### src/rtl/pfsb_pkg.sv
package pfsb_pkg;

    typedef enum logic [2:0] {
        MSG_LC_REQ  = 3'd0,
        MSG_NLC_REQ = 3'd1,
        MSG_MERGE   = 3'd2,
        MSG_CREDIT  = 3'd3,
        MSG_WB      = 3'd4
    } msg_kind_e;

    typedef enum logic [1:0] {
        ST_IDLE,
        ST_EMIT,
        ST_WB
    } ctl_state_e;

endpackage

### src/rtl/pfsb_mshr_pool.sv
module pfsb_mshr_pool #(
    parameter int ENTRIES = 8,
    parameter int ADDR_W  = 26,
    parameter int ID_W    = 3
) (
    input  logic              clk,
    input  logic              rst_n,
    input  logic [ADDR_W-1:0] lk_addr,
    output logic              lk_hit,
    output logic [ID_W-1:0]   lk_id,
    output logic              full,
    input  logic              alloc_en,
    input  logic [ID_W-1:0]   alloc_id,
    input  logic              free_en
);

    logic [ENTRIES-1:0] vld_q;
    logic [ADDR_W-1:0]  addr_q [ENTRIES];
    logic [ID_W-1:0]    id_q   [ENTRIES];
    logic [ENTRIES-1:0] match;
    logic [ENTRIES-1:0] free_slot;
    logic               taken;

    for (genvar g = 0; g < ENTRIES; g++) begin : g_match
        assign match[g] = vld_q[g] && (addr_q[g] == lk_addr);
    end

    always_comb begin
        lk_id = '0;
        for (int i = 0; i < ENTRIES; i++) begin
            if (match[i]) lk_id = id_q[i];
        end
    end

    // lowest-numbered free entry takes the next allocation
    always_comb begin
        taken     = 1'b0;
        free_slot = '0;
        for (int i = 0; i < ENTRIES; i++) begin
            if (!vld_q[i] && !taken) begin
                free_slot[i] = 1'b1;
                taken        = 1'b1;
            end
        end
    end

    assign lk_hit = |match;
    assign full   = &vld_q;

    for (genvar g = 0; g < ENTRIES; g++) begin : g_entry
        always_ff @(posedge clk or negedge rst_n) begin
            if (!rst_n) begin
                vld_q[g]  <= 1'b0;
                addr_q[g] <= '0;
                id_q[g]   <= '0;
            end else if (free_en && match[g]) begin
                vld_q[g]  <= 1'b0;
            end else if (alloc_en && free_slot[g]) begin
                vld_q[g]  <= 1'b1;
                addr_q[g] <= lk_addr;
                id_q[g]   <= alloc_id;
            end
        end
    end

endmodule

### src/rtl/pfsb_side_buf.sv
module pfsb_side_buf #(
    parameter int DEPTH  = 8,
    parameter int ADDR_W = 26,
    parameter int DATA_W = 64,
    localparam int CNT_W = $clog2(DEPTH + 1),
    localparam int IDX_W = $clog2(DEPTH)
) (
    input  logic              clk,
    input  logic              rst_n,
    input  logic [ADDR_W-1:0] lk_addr,
    output logic              lk_hit,
    output logic [DATA_W-1:0] lk_data,
    input  logic              ins_en,
    input  logic [ADDR_W-1:0] ins_addr,
    input  logic [DATA_W-1:0] ins_data,
    input  logic              rm_en,
    output logic [CNT_W-1:0]  count
);

    // slot 0 is always the oldest line; valid slots are 0 .. cnt_q-1
    logic [CNT_W-1:0]  cnt_q, cnt_d;
    logic [ADDR_W-1:0] addr_q [DEPTH];
    logic [ADDR_W-1:0] addr_d [DEPTH];
    logic [DATA_W-1:0] data_q [DEPTH];
    logic [DATA_W-1:0] data_d [DEPTH];
    logic [DEPTH-1:0]  match;
    logic [IDX_W-1:0]  hit_idx;

    for (genvar g = 0; g < DEPTH; g++) begin : g_match
        assign match[g] = (CNT_W'(g) < cnt_q) && (addr_q[g] == lk_addr);
    end

    always_comb begin
        hit_idx = '0;
        lk_data = '0;
        for (int i = 0; i < DEPTH; i++) begin
            if (match[i]) begin
                hit_idx = IDX_W'(i);
                lk_data = data_q[i];
            end
        end
    end

    assign lk_hit = |match;
    assign count  = cnt_q;

    always_comb begin
        for (int i = 0; i < DEPTH; i++) begin
            addr_d[i] = addr_q[i];
            data_d[i] = data_q[i];
        end
        cnt_d = cnt_q;
        if (rm_en && lk_hit) begin
            // close the gap left by the removed line
            for (int i = 0; i < DEPTH - 1; i++) begin
                if (IDX_W'(i) >= hit_idx) begin
                    addr_d[i] = addr_q[i + 1];
                    data_d[i] = data_q[i + 1];
                end
            end
            cnt_d = cnt_q - CNT_W'(1);
        end else if (ins_en) begin
            if (cnt_q == CNT_W'(DEPTH)) begin
                for (int i = 0; i < DEPTH - 1; i++) begin
                    addr_d[i] = addr_q[i + 1];
                    data_d[i] = data_q[i + 1];
                end
                addr_d[DEPTH-1] = ins_addr;
                data_d[DEPTH-1] = ins_data;
            end else begin
                for (int i = 0; i < DEPTH; i++) begin
                    if (CNT_W'(i) == cnt_q) begin
                        addr_d[i] = ins_addr;
                        data_d[i] = ins_data;
                    end
                end
                cnt_d = cnt_q + CNT_W'(1);
            end
        end
    end

    always_ff @(posedge clk or negedge rst_n) begin
        if (!rst_n) cnt_q <= '0;
        else        cnt_q <= cnt_d;
    end

    always_ff @(posedge clk) begin
        for (int i = 0; i < DEPTH; i++) begin
            addr_q[i] <= addr_d[i];
            data_q[i] <= data_d[i];
        end
    end

endmodule

### src/rtl/pfsb_ctrl.sv
module pfsb_ctrl
    import pfsb_pkg::*;
#(
    parameter int ADDR_W    = 26,
    parameter int ID_W      = 3,
    parameter int DATA_W    = 64,
    parameter int SB_DEPTH  = 8,
    parameter int PF_MSHRS  = 8,
    parameter int DEM_MSHRS = 24
) (
    input  logic              clk,
    input  logic              rst_n,
    input  logic              dem_valid,
    output logic              dem_ready,
    input  logic [ADDR_W-1:0] dem_addr,
    input  logic [ID_W-1:0]   dem_id,
    input  logic              dem_cache_hit,
    input  logic              pf_valid,
    output logic              pf_ready,
    input  logic [ADDR_W-1:0] pf_addr,
    input  logic [ID_W-1:0]   pf_id,
    input  logic              pf_cache_hit,
    input  logic              rsp_valid,
    output logic              rsp_ready,
    input  logic [ADDR_W-1:0] rsp_addr,
    input  logic [DATA_W-1:0] rsp_data,
    output logic              fill_valid,
    output logic [ADDR_W-1:0] fill_addr,
    output logic [DATA_W-1:0] fill_data,
    input  logic              victim_dirty,
    input  logic [ADDR_W-1:0] victim_addr,
    output logic              msg_valid,
    input  logic              msg_ready,
    output logic [2:0]        msg_kind,
    output logic [ID_W-1:0]   msg_id,
    output logic [ADDR_W-1:0] msg_addr
);

    localparam int SB_CNT_W = $clog2(SB_DEPTH + 1);

    ctl_state_e          state_q, state_d;
    logic [ADDR_W-1:0]   lk_addr;
    logic                dm_hit, dm_full, dm_alloc, dm_free;
    logic                pm_hit, pm_full, pm_alloc, pm_free;
    logic [ID_W-1:0]     dm_id, pm_id;
    logic                sb_hit, sb_ins, sb_rm;
    logic [DATA_W-1:0]   sb_data;
    logic [SB_CNT_W-1:0] sb_count;

    logic                ld_msg, ld_wb;
    msg_kind_e           kind_d, msg_kind_q;
    logic [ID_W-1:0]     id_d, wb_id_d, msg_id_q, wb_id_q;
    logic [ADDR_W-1:0]   msg_addr_q, wb_addr_q;
    logic                wb_pend_q;

    // one event per cycle, so one shared lookup address serves every store
    assign lk_addr = rsp_valid ? rsp_addr : (dem_valid ? dem_addr : pf_addr);

    pfsb_mshr_pool #(.ENTRIES(DEM_MSHRS), .ADDR_W(ADDR_W), .ID_W(ID_W)) u_dem_pool (
        .clk(clk), .rst_n(rst_n), .lk_addr(lk_addr), .lk_hit(dm_hit), .lk_id(dm_id),
        .full(dm_full), .alloc_en(dm_alloc), .alloc_id(dem_id), .free_en(dm_free)
    );

    pfsb_mshr_pool #(.ENTRIES(PF_MSHRS), .ADDR_W(ADDR_W), .ID_W(ID_W)) u_pf_pool (
        .clk(clk), .rst_n(rst_n), .lk_addr(lk_addr), .lk_hit(pm_hit), .lk_id(pm_id),
        .full(pm_full), .alloc_en(pm_alloc), .alloc_id(pf_id), .free_en(pm_free)
    );

    pfsb_side_buf #(.DEPTH(SB_DEPTH), .ADDR_W(ADDR_W), .DATA_W(DATA_W)) u_sbuf (
        .clk(clk), .rst_n(rst_n), .lk_addr(lk_addr), .lk_hit(sb_hit), .lk_data(sb_data),
        .ins_en(sb_ins), .ins_addr(lk_addr), .ins_data(rsp_data), .rm_en(sb_rm),
        .count(sb_count)
    );

    // state register
    always_ff @(posedge clk or negedge rst_n) begin
        if (!rst_n) state_q <= ST_IDLE;
        else        state_q <= state_d;
    end

    // message and writeback latches
    always_ff @(posedge clk or negedge rst_n) begin
        if (!rst_n) begin
            msg_kind_q <= MSG_LC_REQ;
            msg_id_q   <= '0;
            msg_addr_q <= '0;
            wb_pend_q  <= 1'b0;
            wb_addr_q  <= '0;
            wb_id_q    <= '0;
        end else begin
            if (ld_msg) begin
                msg_kind_q <= kind_d;
                msg_id_q   <= id_d;
                msg_addr_q <= lk_addr;
            end
            if (ld_wb) begin
                wb_pend_q <= 1'b1;
                wb_addr_q <= victim_addr;
                wb_id_q   <= wb_id_d;
            end else if (state_q == ST_WB && msg_ready) begin
                wb_pend_q <= 1'b0;
            end
        end
    end

    // next state and outputs
    always_comb begin
        state_d    = state_q;
        dem_ready  = 1'b0;
        pf_ready   = 1'b0;
        rsp_ready  = 1'b0;
        fill_valid = 1'b0;
        fill_addr  = lk_addr;
        fill_data  = rsp_data;
        dm_alloc   = 1'b0;
        dm_free    = 1'b0;
        pm_alloc   = 1'b0;
        pm_free    = 1'b0;
        sb_ins     = 1'b0;
        sb_rm      = 1'b0;
        ld_msg     = 1'b0;
        ld_wb      = 1'b0;
        kind_d     = MSG_LC_REQ;
        id_d       = dem_id;
        wb_id_d    = dem_id;
        msg_valid  = 1'b0;
        msg_kind   = msg_kind_q;
        msg_id     = msg_id_q;
        msg_addr   = msg_addr_q;

        unique case (state_q)
            ST_IDLE: begin
                if (rsp_valid) begin
                    rsp_ready = 1'b1;
                    if (dm_hit) begin
                        dm_free    = 1'b1;
                        fill_valid = 1'b1;
                        if (victim_dirty) begin
                            ld_wb   = 1'b1;
                            wb_id_d = dm_id;
                            state_d = ST_WB;
                        end
                    end else if (pm_hit) begin
                        pm_free = 1'b1;
                        sb_ins  = 1'b1;
                    end
                end else if (dem_valid) begin
                    if (dem_cache_hit) begin
                        dem_ready = 1'b1;
                    end else if (dm_hit) begin
                        dem_ready = 1'b0;
                    end else if (sb_hit) begin
                        dem_ready  = 1'b1;
                        sb_rm      = 1'b1;
                        fill_valid = 1'b1;
                        fill_data  = sb_data;
                        ld_msg     = 1'b1;
                        kind_d     = MSG_CREDIT;
                        ld_wb      = victim_dirty;
                        state_d    = ST_EMIT;
                    end else if (!dm_full) begin
                        dem_ready = 1'b1;
                        dm_alloc  = 1'b1;
                        ld_msg    = 1'b1;
                        state_d   = ST_EMIT;
                        if (pm_hit) begin
                            pm_free = 1'b1;
                            kind_d  = MSG_MERGE;
                            id_d    = pm_id;
                        end
                    end
                end else if (pf_valid) begin
                    pf_ready = 1'b1;
                    if (!(pf_cache_hit || sb_hit || pm_hit || dm_hit || pm_full)) begin
                        pm_alloc = 1'b1;
                        ld_msg   = 1'b1;
                        kind_d   = MSG_NLC_REQ;
                        id_d     = pf_id;
                        state_d  = ST_EMIT;
                    end
                end
            end
            ST_EMIT: begin
                msg_valid = 1'b1;
                if (msg_ready) state_d = wb_pend_q ? ST_WB : ST_IDLE;
            end
            ST_WB: begin
                msg_valid = 1'b1;
                msg_kind  = MSG_WB;
                msg_id    = wb_id_q;
                msg_addr  = wb_addr_q;
                if (msg_ready) state_d = ST_IDLE;
            end
            default: state_d = ST_IDLE;
        endcase
    end

endmodule

### config.mk
export PLATFORM = sky130hd
export DESIGN_NAME = pfsb_ctrl
export DESIGN_NICKNAME = d
export VERILOG_FILES = /design/src/rtl/pfsb_pkg.sv /design/src/rtl/pfsb_mshr_pool.sv /design/src/rtl/pfsb_side_buf.sv /design/src/rtl/pfsb_ctrl.sv
export SDC_FILE = /design/constraint.sdc
export NUM_CORES = 2
export LEC_CHECK = 0
export BUFFER_PORTS_ARGS = -buffer_cell sky130_fd_sc_hd__buf_2
export CORE_MARGIN = 3
export CORE_UTILIZATION = 50
export CTS_CLUSTER_DIAMETER = 200
export DETAILED_ROUTE_END_ITERATION = 8
export PLACE_DENSITY = 0.67
export SLEW_MARGIN = 20
export SYNTH_ARGS = -nofsm -noshare
export SYNTH_HDL_FRONTEND = slang
export SYNTH_HIERARCHICAL = 1
export SYNTH_SLANG_ARGS = --single-unit
export TNS_END_PERCENT = 1
### constraint.sdc
create_clock -name clk -period 16.3 [get_ports clk]
set_input_delay 3.26 -clock clk [delete_from_list [all_inputs] [get_ports clk]]
set_output_delay 3.26 -clock clk [all_outputs]
set_load 0.02 [all_outputs]
==> impl_metrics.env <==
export IMPL_status="complete, but fails checks"
export IMPL_violations="design-rule violations"
export IMPL_final_setup_viol_count=0
export IMPL_synth_area_per_cell_sq_um=12.6
export IMPL_endpoint_kind="output pin"
export IMPL_dieWidth_um=424
export IMPL_rr_endpoint="u_sbuf/data_q[0][139]"
export IMPL_max_freq_mhz=76.1
export IMPL_cp_slowest_cell="buf_4"
export IMPL_post_route_drc_count=2
export IMPL_finalInstanceArea_sq_um=96100
export IMPL_path_cells="buf_4, buf_4, nand2_1, o21ai_4, buf_4, xnor2_1, nand4_1, nor4_1, nand4_1, nand2_1, nor4_1, nand4_1, nor2_1, nand4_1, buf_4, inv_1, or2_2, buf_2"
export IMPL_clk_latency_ns=0.82
export IMPL_worst_hold_path_endpoint="u_dem_pool/id_q[15]"
export IMPL_final_common_cell="dfrtp_1"
export IMPL_period_needed_ns=13.14
export IMPL_ys_ff_latch=1747
export IMPL_hp_class="flip-flop to flip-flop"
export IMPL_portBuffers=309
export IMPL_die_h_um=424
export IMPL_layout_common_cells="dfrtp_1, mux2_2, edfxtp_1, a22o_1, nand2_1"
export IMPL_setup_ws_ns=3.16
export IMPL_start_kind="input pin"
export IMPL_cts_resized_gates=0
export IMPL_grt_use_total_pct=26.3
export IMPL_cts_num_sinks=1747
export IMPL_power_density_nw_per_um2=110
export IMPL_final_util_pct=55.7
export IMPL_antenna_found_initial=9
export IMPL_crit_path_max_incr_delay_ns=0.75
export IMPL_fin_nets=7144
export IMPL_r2r_cells=14
export IMPL_ctsHoldBuffers=0
export IMPL_clock_skew_ns=0.0359
export IMPL_synthToLayoutAreaGrowth_pct=9.90
export IMPL_async_reset_ff_share_pct=58.8
export IMPL_grt_overflow=0
export IMPL_yosysSeqAreaShare_pct=54.1
export IMPL_synth_top_flop_cell="dfrtp_1"
export IMPL_hold_depth=2
export IMPL_r2r_slack_ns=8.93
export IMPL_dr_pass1_iters=9
export IMPL_synth_edf_count=720
export IMPL_routabilityCongestion=0.858
export IMPL_syn_nets=7129
export IMPL_post_cts_setup_buffers=0
export IMPL_worstSetupPathType="input pin to output pin"
export IMPL_crit_family="buffers and inverters"
export IMPL_die_area_sq_um=180000
export IMPL_crit_fanout=65
export IMPL_htreeDepth=4
export IMPL_drt_iter0_markers=5921
export IMPL_leakage_nw=42.1
export IMPL_clockBufferDepth=3
export IMPL_hold_violations=0
export IMPL_syn_area_sq_um=87400
export IMPL_ant_nets=0
export IMPL_vdd_drop_max_mv=0.0957
export IMPL_cts_tree="done"
export IMPL_maxSlewViolCount=0
export IMPL_ys_warn_count=6
export IMPL_final_layout_size_suffix_gt1_share_pct=24.8
export IMPL_num_vias=58300
export IMPL_num_rows=152
export IMPL_core_area_sq_um=173000
export IMPL_synth_cells=6939
export IMPL_place_hpwl_mm=140
export IMPL_grt_start_max_net_pins=237
export IMPL_finalSetupTns_ns=0
export IMPL_numCtsBuffers=181
export IMPL_place_area_sq_um=90200
export IMPL_routed_wl_mm=243
export IMPL_crit_required_ns=13.04
export IMPL_grt_pass1_wl_mm=367
export IMPL_post_route_period_util_pct=80.6
export IMPL_timing_rr_start="u_sbuf/count[2]"
export IMPL_rsz0062_at_grt="no"
export IMPL_max_slew_worst_pin_slew_ns=1.17
export IMPL_dp_slack_ns=3.18
export IMPL_ys_types=90
export IMPL_root_buffer="clkbuf_16"
export IMPL_hp_start="u_dem_pool/id_q[15]"
export IMPL_max_slew_margin_rel_pct=22.2
export IMPL_crit_arrival_ns=9.88
export IMPL_grt_pass1_vias=58300
export IMPL_wl_per_cell_um=25.9
export IMPL_via_per_inst=6.19
export IMPL_crit_buf_inv=6
export IMPL_cap_violations=0
export IMPL_initial_utilization_pct=50.6
export IMPL_clkTransAtPathRegs_ns=0.06
export IMPL_num_io_pins=310
==> cells by family after synthesis <==
family / count (synthesis) / share of synthesized area, %
DFF: 1747 / 54.1
AOI/OAI and AO/OA: 1084 / 10.4
muxes: 975 / 12.5
and+or+nand+nor: 1411 / 7.99
xor gates and xnor gates: 1043 / 10.5
adders and majority gates: 7 / 0.100
buffers and inverters: 672 / 4.44
==> tightest hold or removal path: cells and delay by family (launching register included) <==
kind / cells / cell delay, ns
and+or+nand+nor: 2 / 0.10
DFF: 1 / 0.34
==> layer usage <==
metal	routed length (um)	vias to the layer above	global-route usage [%]
li1	-	25600	-
met1	101000	30000	35.0
met2	120000	2264	44.7
met3	14600	422	3.49
met4	7530	2	8.42
met5	13	-	0
==> worst max-delay path by stage <==
stage               startpoint                    end  cells after the start
finish               rsp_valid             fill_valid                     18
detailed placement   rsp_valid             fill_valid                     18
floorplan            dem_valid  u_sbuf/addr_q[0][100]                     22
CTS                  rsp_valid             fill_valid                     18
global route         rsp_valid             fill_valid                     18
global placement     rsp_valid             fill_valid                     18
==> cells in the mapped netlist (all sizes together), types with 5 or more instances <==
cell / instances / share of area [%]
nor4: 185 / 1.4
or4: 10 / 0.10
xnor2: 599 / 6.0
o21ai: 143 / 0.82
clkbuf: 249 / 1.1
nand4: 193 / 1.4
a222oi: 63 / 0.72
nor2b: 6 / 0.043
a21oi: 39 / 0.23
nand3: 28 / 0.16
o31ai: 5 / 0.043
a221oi: 5 / 0.072
ha: 7 / 0.10
nor2: 131 / 0.57
or2: 9 / 0.064
xor2: 444 / 4.4
or3: 9 / 0.064
a22o: 630 / 6.3
o211ai: 8 / 0.069
and2: 9 / 0.064
nand2: 603 / 2.6
dfrtp: 1027 / 29
and3: 68 / 0.49
inv: 47 / 0.20
buf: 374 / 3.2
nor3: 128 / 0.75
a31oi: 5 / 0.036
a221o: 65 / 0.74
nor3b: 8 / 0.069
edfxtp: 720 / 25
mux2i: 42 / 0.48
nand2b: 8 / 0.057
a311o: 63 / 0.72
nand4b: 5 / 0.050
mux2: 933 / 12
==> cell type report <==
class,instances,area (sq um)
tap,2310,2890
clock inverter,63,674
inverter,49,184
sequential,1747,47300
fill,14500,76600
clock buffer,264,5200
antenna,1,2.50
timing repair buffer,455,2960
multi-input combinational,4520,36900
==> sequential cells by signal, summed over array words and instances (netlist names) <==
signal	count
u_dem_pool/id_q	72
u_pf_pool/vld_q	8
u_dem_pool/addr_q	624
wb_addr_q	26
u_sbuf/count	4
u_sbuf/data_q	512
u_pf_pool/addr_q	208
wb_id_q	3
state_q	2
msg_id_q	3
u_dem_pool/vld_q	24
msg_kind_q	2
wb_pend_q	1
u_pf_pool/id_q	24
msg_addr_q	26
u_sbuf/addr_q	208
==> metrics by stage <==
| stage | power (mW) | instances | hold slack, ns |
|---|---|---|---|
| CTS | 10.6 | 9407 | 0.470 |
| finish | 10.5 | 9409 | 0.471 |
| detailed placement | 6.48 | 9080 | 0.456 |
| floorplan | 6.01 | 6939 | 0.433 |
| global route | 10.9 | 9409 | 0.497 |
| global placement | 6.45 | 9079 | 0.447 |
==> power by group <==
group / leakage (nW) / total (mW) / internal, mW / switching (mW)
clock: 2.89 / 4.14 / 2.40 / 1.75
sequential: 22.1 / 5.01 / 4.83 / 0.182
combinational: 17.1 / 1.38 / 0.605 / 0.774
total: 42.1 / 10.5 / 7.83 / 2.70
Note: power is estimated with default switching activity, not from simulation.
